[config.mk]
export PLATFORM = sky130hd
export DESIGN_NAME = vag_top
export DESIGN_NICKNAME = d
export VERILOG_FILES = /design/src/rtl/vag_pkg.sv /design/src/rtl/vag_bank_map.sv /design/src/rtl/vag_ctrl.sv /design/src/rtl/vag_dp.sv /design/src/rtl/vag_top.sv
export SDC_FILE = /design/constraint.sdc
export NUM_CORES = 1
export LEC_CHECK = 0
export BUFFER_PORTS_ARGS = -buffer_cell sky130_fd_sc_hd__buf_2
export CORE_ASPECT_RATIO = 2
export CORE_MARGIN = 2
export CORE_UTILIZATION = 35
export DETAILED_ROUTE_END_ITERATION = 8
export PLACE_DENSITY = 0.68
export SYNTH_ARGS = -nofsm -noshare
export SYNTH_HDL_FRONTEND = slang
export SYNTH_SLANG_ARGS = --single-unit
[constraint.sdc]
create_clock -name clk -period 4.66 [get_ports clk]
set_input_delay 0 -clock clk [delete_from_list [all_inputs] [get_ports clk]]
set_output_delay 0 -clock clk [all_outputs]
set_load 0.005 [all_outputs]
[src/rtl/vag_pkg.sv]
package vag_pkg;
  typedef struct packed {
    logic load;
    logic step;
  } ctrlStrobes_t;
endpackage

[src/rtl/vag_bank_map.sv]
module vag_bank_map #(
  parameter int ADDR_W    = 24,
  parameter int NUM_BANKS = 16,
  localparam int BANK_W   = $clog2(NUM_BANKS)
) (
  input  logic [ADDR_W-1:0]        addrI,
  output logic [BANK_W-1:0]        bankO,
  output logic [ADDR_W-BANK_W-1:0] offsetO
);
  generate
    if (NUM_BANKS == (1 << BANK_W)) begin : g_pow2
      assign bankO   = addrI[BANK_W-1:0];
      assign offsetO = addrI[ADDR_W-1:BANK_W];
    end else begin : g_mod
      assign bankO   = BANK_W'(addrI % ADDR_W'(NUM_BANKS));
      assign offsetO = (ADDR_W-BANK_W)'(addrI / ADDR_W'(NUM_BANKS));
    end
  endgenerate
endmodule

[src/rtl/vag_ctrl.sv]
module vag_ctrl
  import vag_pkg::*;
#(
  parameter int MAX_LEN = 64,
  localparam int LEN_W  = $clog2(MAX_LEN + 1),
  localparam int IDX_W  = $clog2(MAX_LEN)
) (
  input  logic             clk,
  input  logic             rstN,
  input  logic             startI,
  input  logic [LEN_W-1:0] lenI,
  input  logic             readyI,
  output logic             activeO,
  output logic [IDX_W-1:0] idxO,
  output logic             lastO,
  output logic             doneO,
  output ctrlStrobes_t     strobesO
);
  logic [LEN_W-1:0] lenReg;
  logic [LEN_W-1:0] lenClamped;
  logic             acceptStart;

  assign lenClamped  = (lenI > LEN_W'(MAX_LEN)) ? LEN_W'(MAX_LEN) : lenI;
  assign acceptStart = startI && !activeO;
  assign lastO       = activeO && ({1'b0, idxO} == LEN_W'(lenReg - LEN_W'(1)));

  always_comb begin
    strobesO.load = acceptStart;
    strobesO.step = activeO && readyI && !lastO;
  end

  always_ff @(posedge clk or negedge rstN) begin
    if (!rstN) begin
      activeO <= 1'b0;
      idxO    <= '0;
      lenReg  <= '0;
      doneO   <= 1'b0;
    end else begin
      doneO <= 1'b0;
      if (acceptStart) begin
        lenReg  <= lenClamped;
        idxO    <= '0;
        activeO <= (lenClamped != '0);
        doneO   <= (lenClamped == '0);
      end else if (activeO && readyI) begin
        if (lastO) begin
          activeO <= 1'b0;
          doneO   <= 1'b1;
        end else begin
          idxO <= idxO + IDX_W'(1);
        end
      end
    end
  end
endmodule

[src/rtl/vag_dp.sv]
module vag_dp
  import vag_pkg::*;
#(
  parameter int ADDR_W = 24
) (
  input  logic              clk,
  input  logic              rstN,
  input  ctrlStrobes_t      strobesI,
  input  logic [ADDR_W-1:0] baseI,
  input  logic [ADDR_W-1:0] strideI,
  output logic [ADDR_W-1:0] addrO
);
  logic [ADDR_W-1:0] strideReg;

  always_ff @(posedge clk or negedge rstN) begin
    if (!rstN) begin
      addrO     <= '0;
      strideReg <= '0;
    end else if (strobesI.load) begin
      addrO     <= baseI;
      strideReg <= strideI;
    end else if (strobesI.step) begin
      addrO <= addrO + strideReg;
    end
  end
endmodule

[src/rtl/vag_top.sv]
module vag_top
  import vag_pkg::*;
#(
  parameter int ADDR_W    = 24,
  parameter int MAX_LEN   = 64,
  parameter int NUM_BANKS = 16,
  localparam int LEN_W    = $clog2(MAX_LEN + 1),
  localparam int IDX_W    = $clog2(MAX_LEN),
  localparam int BANK_W   = $clog2(NUM_BANKS)
) (
  input  logic                     clk,
  input  logic                     rstN,
  input  logic                     startI,
  input  logic [ADDR_W-1:0]        baseI,
  input  logic [LEN_W-1:0]         lenI,
  input  logic [ADDR_W-1:0]        strideI,
  output logic                     reqValidO,
  input  logic                     reqReadyI,
  output logic [ADDR_W-1:0]        reqAddrO,
  output logic [IDX_W-1:0]         reqIdxO,
  output logic                     reqLastO,
  output logic [BANK_W-1:0]        reqBankO,
  output logic [ADDR_W-BANK_W-1:0] reqOffsetO,
  output logic                     doneO
);
  ctrlStrobes_t strobes;

  vag_ctrl #(.MAX_LEN(MAX_LEN)) u_ctrl (
    .clk(clk), .rstN(rstN), .startI(startI), .lenI(lenI),
    .readyI(reqReadyI), .activeO(reqValidO), .idxO(reqIdxO),
    .lastO(reqLastO), .doneO(doneO), .strobesO(strobes)
  );

  vag_dp #(.ADDR_W(ADDR_W)) u_dp (
    .clk(clk), .rstN(rstN), .strobesI(strobes), .baseI(baseI),
    .strideI(strideI), .addrO(reqAddrO)
  );

  vag_bank_map #(.ADDR_W(ADDR_W), .NUM_BANKS(NUM_BANKS)) u_map (
    .addrI(reqAddrO), .bankO(reqBankO), .offsetO(reqOffsetO)
  );
endmodule

# After elaboration in Yosys (flattened, before gate mapping)
# Cells that the tools add are included.
[classes]
muxes = 12
n_lt_le_gt_ge = 1
eq_ne = 2
n_reduce_logical = 13
addsub = 3
[ops]
columns = ["cell", "n"]
rows = [
  ["two-way mux 24 bit", 2],
  ["adder 24 bit", 1],
  ["two-way mux 6 bit", 3],
  ["equality test 6 x 7 -> 1 bit", 1],
  ["greater-than comparator 7 bit (second input constant)", 1],
  ["zero test 7 bit", 1],
  ["two-way mux 7 bit", 1],
  ["nonzero test 7 bit", 1],
  ["subtractor 7 x 1 -> 7 bit (second input constant)", 1],
  ["adder 6 x 1 -> 6 bit (second input constant)", 1],
  ["two-way mux 1 bit", 6],
  ["nonzero test 2 bit", 3],
  ["logical AND 1 bit", 4],
  ["AND reduction 2 bit", 2],
  ["zero test 1 bit", 2],
  ["inequality test 2 bit (second input constant)", 1],
]
[totals]
register_bits = 63
in_bits = 59
word_cells = 37
output_inout_bits = 57

# Logic depth before layout (Yosys ltp)
[depth]
word_depth = 7
depth_mapped = 12
ltp_nobuf = 10

# Modules after synthesis
# From an unflattened synthesis, not the netlist that was laid out.
[unflattened]
cells_unflattened = 462
hier_area_um2 = 4299.1
[by_module_without_submodules]
columns = ["module", "cells_per_inst", "instances", "area_each_um2"]
rows = [
  ["vag_dp", 331, 1, 3155.5],
  ["vag_ctrl", 107, 1, 963.4],
  ["vag_bank_map", 24, 1, 180.2],
]

# Worst setup path before layout
# Ideal clock, no wire load.
[synth_path]
path_type = "register to register"
start = "register u_ctrl.lenReg[0]"
end = "register u_dp.addrO[21]"
synth_period_minus_slack_ns = 2.504
setup_ns = 0.120
n_path_buf = 2
arrival_ns = 2.384
stages_incl_launch_ff = 12
required_ns = 4.540
setup_slack_ns = 2.156
path_cell_list = "dfrtp_1 buf_2 inv_1 ha_1 nor2_1 and4_4 or4_4 and4_4 or2_1 buf_6 a22o_1 a31o_1"
[synth_between]
elab_chain_len = 6
[synth_rtl]
columns = ["item", "line_no", "text"]
rows = [
  ["start, declared", "vag_ctrl.sv:19", "logic [LEN_W-1:0] lenReg;"],
  ["start signal, assigned", "vag_ctrl.sv:41", "lenReg <= lenClamped;"],
  ["subtractor 7 x 1 -> 7 bit", "vag_ctrl.sv:25", "assign lastO = activeO && ({1'b0, idxO} == LEN_W'(lenReg - LEN_W'(1)));"],
  ["equality test 6 x 7 -> 1 bit", "vag_ctrl.sv:25", ""],
  ["logical AND 1 bit", "vag_ctrl.sv:25", ""],
  ["net reqLastO", "vag_top.sv:21", "output logic reqLastO,"],
  ["zero test 1 bit", "vag_ctrl.sv:29", "strobesO.step = activeO && readyI && !lastO;"],
  ["logical AND 1 bit", "vag_ctrl.sv:29", ""],
  ["nonzero test 2 bit (no source line)", "-", ""],
  ["end signal, assigned", "vag_dp.sv:20", "addrO <= baseI;"],
  ["end signal, assigned", "vag_dp.sv:23", "addrO <= addrO + strideReg;"],
  ["end, declared", "vag_dp.sv:11", "output logic [ADDR_W-1:0] addrO"],
]
# The timed path passes the listed nets, and every way through them passes these cells.
# A chain may end at the register's enable or synchronous reset.

# Worst setup path in the final report
[layout_path]
start = "register u_dp.addrO[0]"
end = "register u_dp.addrO[20]"
[layout_between]
elab_chain_len = 3
[layout_rtl]
columns = ["item", "line_no", "text"]
rows = [
  ["adder 24 bit", "vag_dp.sv:23", ""],
  ["two-way mux 24 bit", "vag_dp.sv:22", "end else if (strobesI.step) begin"],
  ["two-way mux 24 bit", "vag_dp.sv:19", "end else if (strobesI.load) begin"],
]
# Every way passes these cells. The select of a mux whose other input is x is not followed.

==> flow_metrics.py <==
metrics = {
    "final_layout": {
        "drive_above_1_share_pct": 21.4,
        "nFillCells": 1248,
        "area_growth_pct": 29.4,
        "finalNetCount": 760,
        "n_antenna_cell": 0,
    },
    "die": {
        "fp.dieW_um": 83.5,
        "initial_core_util_pct": 35.5,
        "die_y_um": 163,
        "core_area_mm2": 0.0125,
        "die_area_mm2": 0.0136,
        "pin_count": 116,
        "rows": 58,
    },
    "clocking": {
        "cts_inserted_buffers": 9,
        "cts_resized": 0,
        "clock_latency_ns": 0.33,
        "clk_pin_slew_ns": 0.05,
        "clockBufferDepth": 2,
        "cts_tree": "yes",
        "htreeDepth": 3,
        "clock_sinks": 63,
        "post_cts_buffers": 0,
        "cts_root_buffer": "clkbuf_16",
    },
    "placed_design": {
        "place_congestion": 0.910,
        "hpwlAfterDp_mm": 9.18,
        "place.port_buffers": 115,
    },
    "timing": {
        "max_freq_mhz": 346,
        "hold_violations": 0,
        "finalSetupViolCount": 0,
        "min_period_over_period_pct": 62.0,
        "tns_ns": 0,
        "fin_worst_skew_ns": 0.00687,
        "relSlewSlack_pct": 45.4,
        "worst_pin_slew_ns": 0.819,
        "rsz0062_at_grt": "no",
        "maxSlewViolCount": 0,
        "layout_min_cycle_time_ns": 2.89,
    },
    "worst_setup_path": {
        "crit_slowest_cell": "a21boi_0",
        "crit_type": "reg2reg",
        "crit_path_frequent_cell": "a31oi_1",
        "worstSetupStartpoint": "u_dp.addrO[0]$_DFFE_PN0P_",
        "cp_cell_sequence": "ha_1, inv_1, fa_1, nor2b_1, o2111ai_1, a21boi_0, a41oi_1, o21a_1, a31oi_1, a31oi_1",
        "r2r-end": "u_dp.addrO[20]$_DFFE_PN0P_",
        "critPathArrivalTime_ns": 3.08,
        "start_kind": "register",
        "crit_family": "compound AO/OA/AOI/OAI gates",
        "critPathMaxStageDelay_ns": 0.44,
        "r2r.worst_path.cells": 10,
        "worstPathRequired_ns": 4.85,
        "critical_path_buf_inv_count": 1,
        "critPathMaxFanout": 4,
        "reg2reg_slack_ns": 1.77,
        "reg2reg_from": "u_dp.addrO[0]$_DFFE_PN0P_",
        "cp-end-kind": "register",
    },
    "route": {
        "antenna_left": 0,
        "wl_mm": 12.6,
        "drc": 0,
        "drt_iter0_markers": 138,
        "dr.pass1.iters": 4,
        "dr_total_vias": 4303,
        "wl_per_cell_um": 15.3,
        "viasPerCell": 5.20,
    },
    "power_and_ir_drop": {
        "vdd_drop_max_mv": 0.289,
        "p_per_area_mw_per_mm2": 821,
        "fin_total_pwr_w": 0.00471,
        "p_leak_nw": 2.80,
    },
    "global_routing": {
        "antenna_found_initial": 0,
        "first_global_vias": 4372,
        "track_usage_pct": 18.9,
        "grt_max_degree": 66,
        "grt_pass1_wl_mm": 20.5,
        "grt_overflow": 0,
    },
    "run_status": {
        "status": "complete, no violations",
    },
    "worst_hold_path": {
        "hp-start": "reqReadyI",
        "hp-class": "in2reg",
        "hold_end": "u_ctrl.doneO$_DFF_PN0_",
        "min_path_cells": 3,
    },
    "synth": {
        "ys.flop_type": "dfrtp_1",
        "synthArstFlopShare_pct": 100,
        "synth_warnings": 0,
        "synth_nets": 631,
        "synth_area_mm2": 0.00443,
        "ys_ff_latch": 63,
        "ys_seq_area_share_pct": 35.6,
        "synth_edf_count": 0,
        "synth.avg_cell_area_um2": 8.11,
        "syn_inst": 546,
        "yosysUniqueCellTypes": 59,
    },
    "flow_run": {
        "maxCapViolations": 0,
    },
}
## state kept, by name, indices dropped and copies added (netlist names)
| name | flops |
|---|---|
| u_ctrl.lenReg | 7 |
| u_dp.addrO | 24 |
| u_ctrl.doneO | 1 |
| u_dp.strideReg | 24 |
| u_ctrl.activeO | 1 |
| u_ctrl.idxO | 6 |
## worst max-delay path by stage
stage | endpoint | slack (ns) | depth (start not counted)
6_report | u_dp.addrO[20]$_DFFE_PN0P_ | 1.77 | 10
5_1_grt | u_dp.addrO[20]$_DFFE_PN0P_ | 1.61 | 10
4_1_cts | u_dp.addrO[21]$_DFFE_PN0P_ | 1.78 | 9
3_5_place_dp | u_dp.addrO[21]$_DFFE_PN0P_ | 1.80 | 9
3_3_place_gp | u_dp.addrO[21]$_DFFE_PN0P_ | 1.83 | 9
2_1_floorplan | u_dp.addrO[21]$_DFFE_PN0P_ | 2.16 | 11
## synthesized netlist by cell type (5+ instances only)
library cell | number | area (um^2)
buf_1 | 6 | 22.5
xnor2_1 | 9 | 78.8
nor3_1 | 7 | 35.0
nor2b_1 | 5 | 31.3
ha_1 | 25 | 313
a21oi_1 | 43 | 215
a31oi_1 | 8 | 50.1
xor2_1 | 13 | 114
clkbuf_1 | 18 | 67.6
nand2b_1 | 5 | 31.3
buf_4 | 24 | 180
a21o_1 | 11 | 82.6
o21bai_1 | 6 | 45.0
o21a_1 | 6 | 45.0
inv_1 | 11 | 41.3
nand3b_1 | 9 | 67.6
nand3_1 | 9 | 45.0
o211ai_1 | 7 | 52.6
nand2_1 | 126 | 473
dfrtp_1 | 63 | 1580
nor2_1 | 42 | 158
nand4_1 | 6 | 37.5
o21ai_0 | 21 | 105
## report_power, final
group / internal (W) / switching [W] / total [W]
combinational: 0.00130 / 0.00165 / 0.00295
clock: 0.000434 / 0.000230 / 0.000664
sequential: 0.000818 / 0.000276 / 0.00109
## timing repair
item                       4_1_cts  5_1_grt
setup endpoints to repair        0        0
hold endpoints to repair       116        0
hold buffers                    52        0
## worst reg2reg max path: stages (launching register included)
cell and delay, ns:
dfrtp_1 0.38, ha_1 0.20, inv_1 0.06, fa_1 0.40, nor2b_1 0.22, o2111ai_1 0.20, a21boi_0 0.44, a41oi_1 0.31
o21a_1 0.25, a31oi_1 0.18, a31oi_1 0.11
## stage by stage
stage	setup slack, ns	utilization (%)	hold slack, ns	cells	cell area, um^2
final	1.77	45.9	0.00703	827	5730
after CTS	1.78	45.9	0.00743	827	5730
after global placement	1.83	39.4	0.193	762	4920
after global routing	1.61	45.9	0.0352	827	5730
after floorplan	2.16	-	-0.296	546	4430
after detailed placement	1.80	39.4	0.192	762	4920
## routing by layer
| layer | vias up | track usage, % | wire length [um] |
|---|---|---|---|
| met2 | 112 | 35.8 | 6910 |
| li1 | 2128 | - | - |
| met5 | - | 0 | 0 |
| met4 | 0 | 11.1 | 550 |
| met3 | 34 | 2.17 | 415 |
| met1 | 2029 | 19.8 | 4760 |
## layout by cell type, fill, tap and decap left out, types with 4 or more instances in the layout
master | synthesis | final
nand2_1 | 126 | 126
buf_2 | 3 | 115
dfrtp_1 | 63 | 63
dlygate4sd3_1 | 0 | 52
a21oi_1 | 43 | 43
nor2_1 | 42 | 42
ha_1 | 25 | 25
o21ai_0 | 21 | 21
xor2_1 | 13 | 13
inv_1 | 11 | 11
a21o_1 | 11 | 11
nand3_1 | 9 | 9
nand3b_1 | 9 | 9
xnor2_1 | 9 | 9
clkbuf_16 | 0 | 9
a31oi_1 | 8 | 8
nor3_1 | 7 | 7
o211ai_1 | 7 | 7
o21bai_1 | 6 | 6
nand4_1 | 6 | 6
o21a_1 | 6 | 6
nand2b_1 | 5 | 4
a21boi_0 | 4 | 4
o31ai_1 | 4 | 4
a211oi_1 | 4 | 4
nor2b_1 | 5 | 4
or3_1 | 4 | 4
o22ai_1 | 4 | 4
mux2i_1 | 4 | 4
buf_4 | 24 | 4
## area by class of cell
cell class	count	area (um^2)	area share (%)
inverters	11	41.3	0.721
well taps	150	188	3.28
flip-flops and latches	63	1580	27.5
clock inverters	1	30.0	0.524
clock buffers	12	256	4.48
repair buffers	171	1130	19.7
multi-input cells	419	2510	43.8
## cell families after synthesis
family / Yosys count / share of synthesized area (%)
muxes: 6 / 1.41
AOI/OAI and AO/OA: 139 / 20.3
xor gates and xnor gates: 22 / 4.35
buffers and inverters: 64 / 7.89
and+or+nand+nor: 226 / 22.9
adders and majority gates: 26 / 7.52
DFF: 63 / 35.6
(Power assumes the default switching activity.)
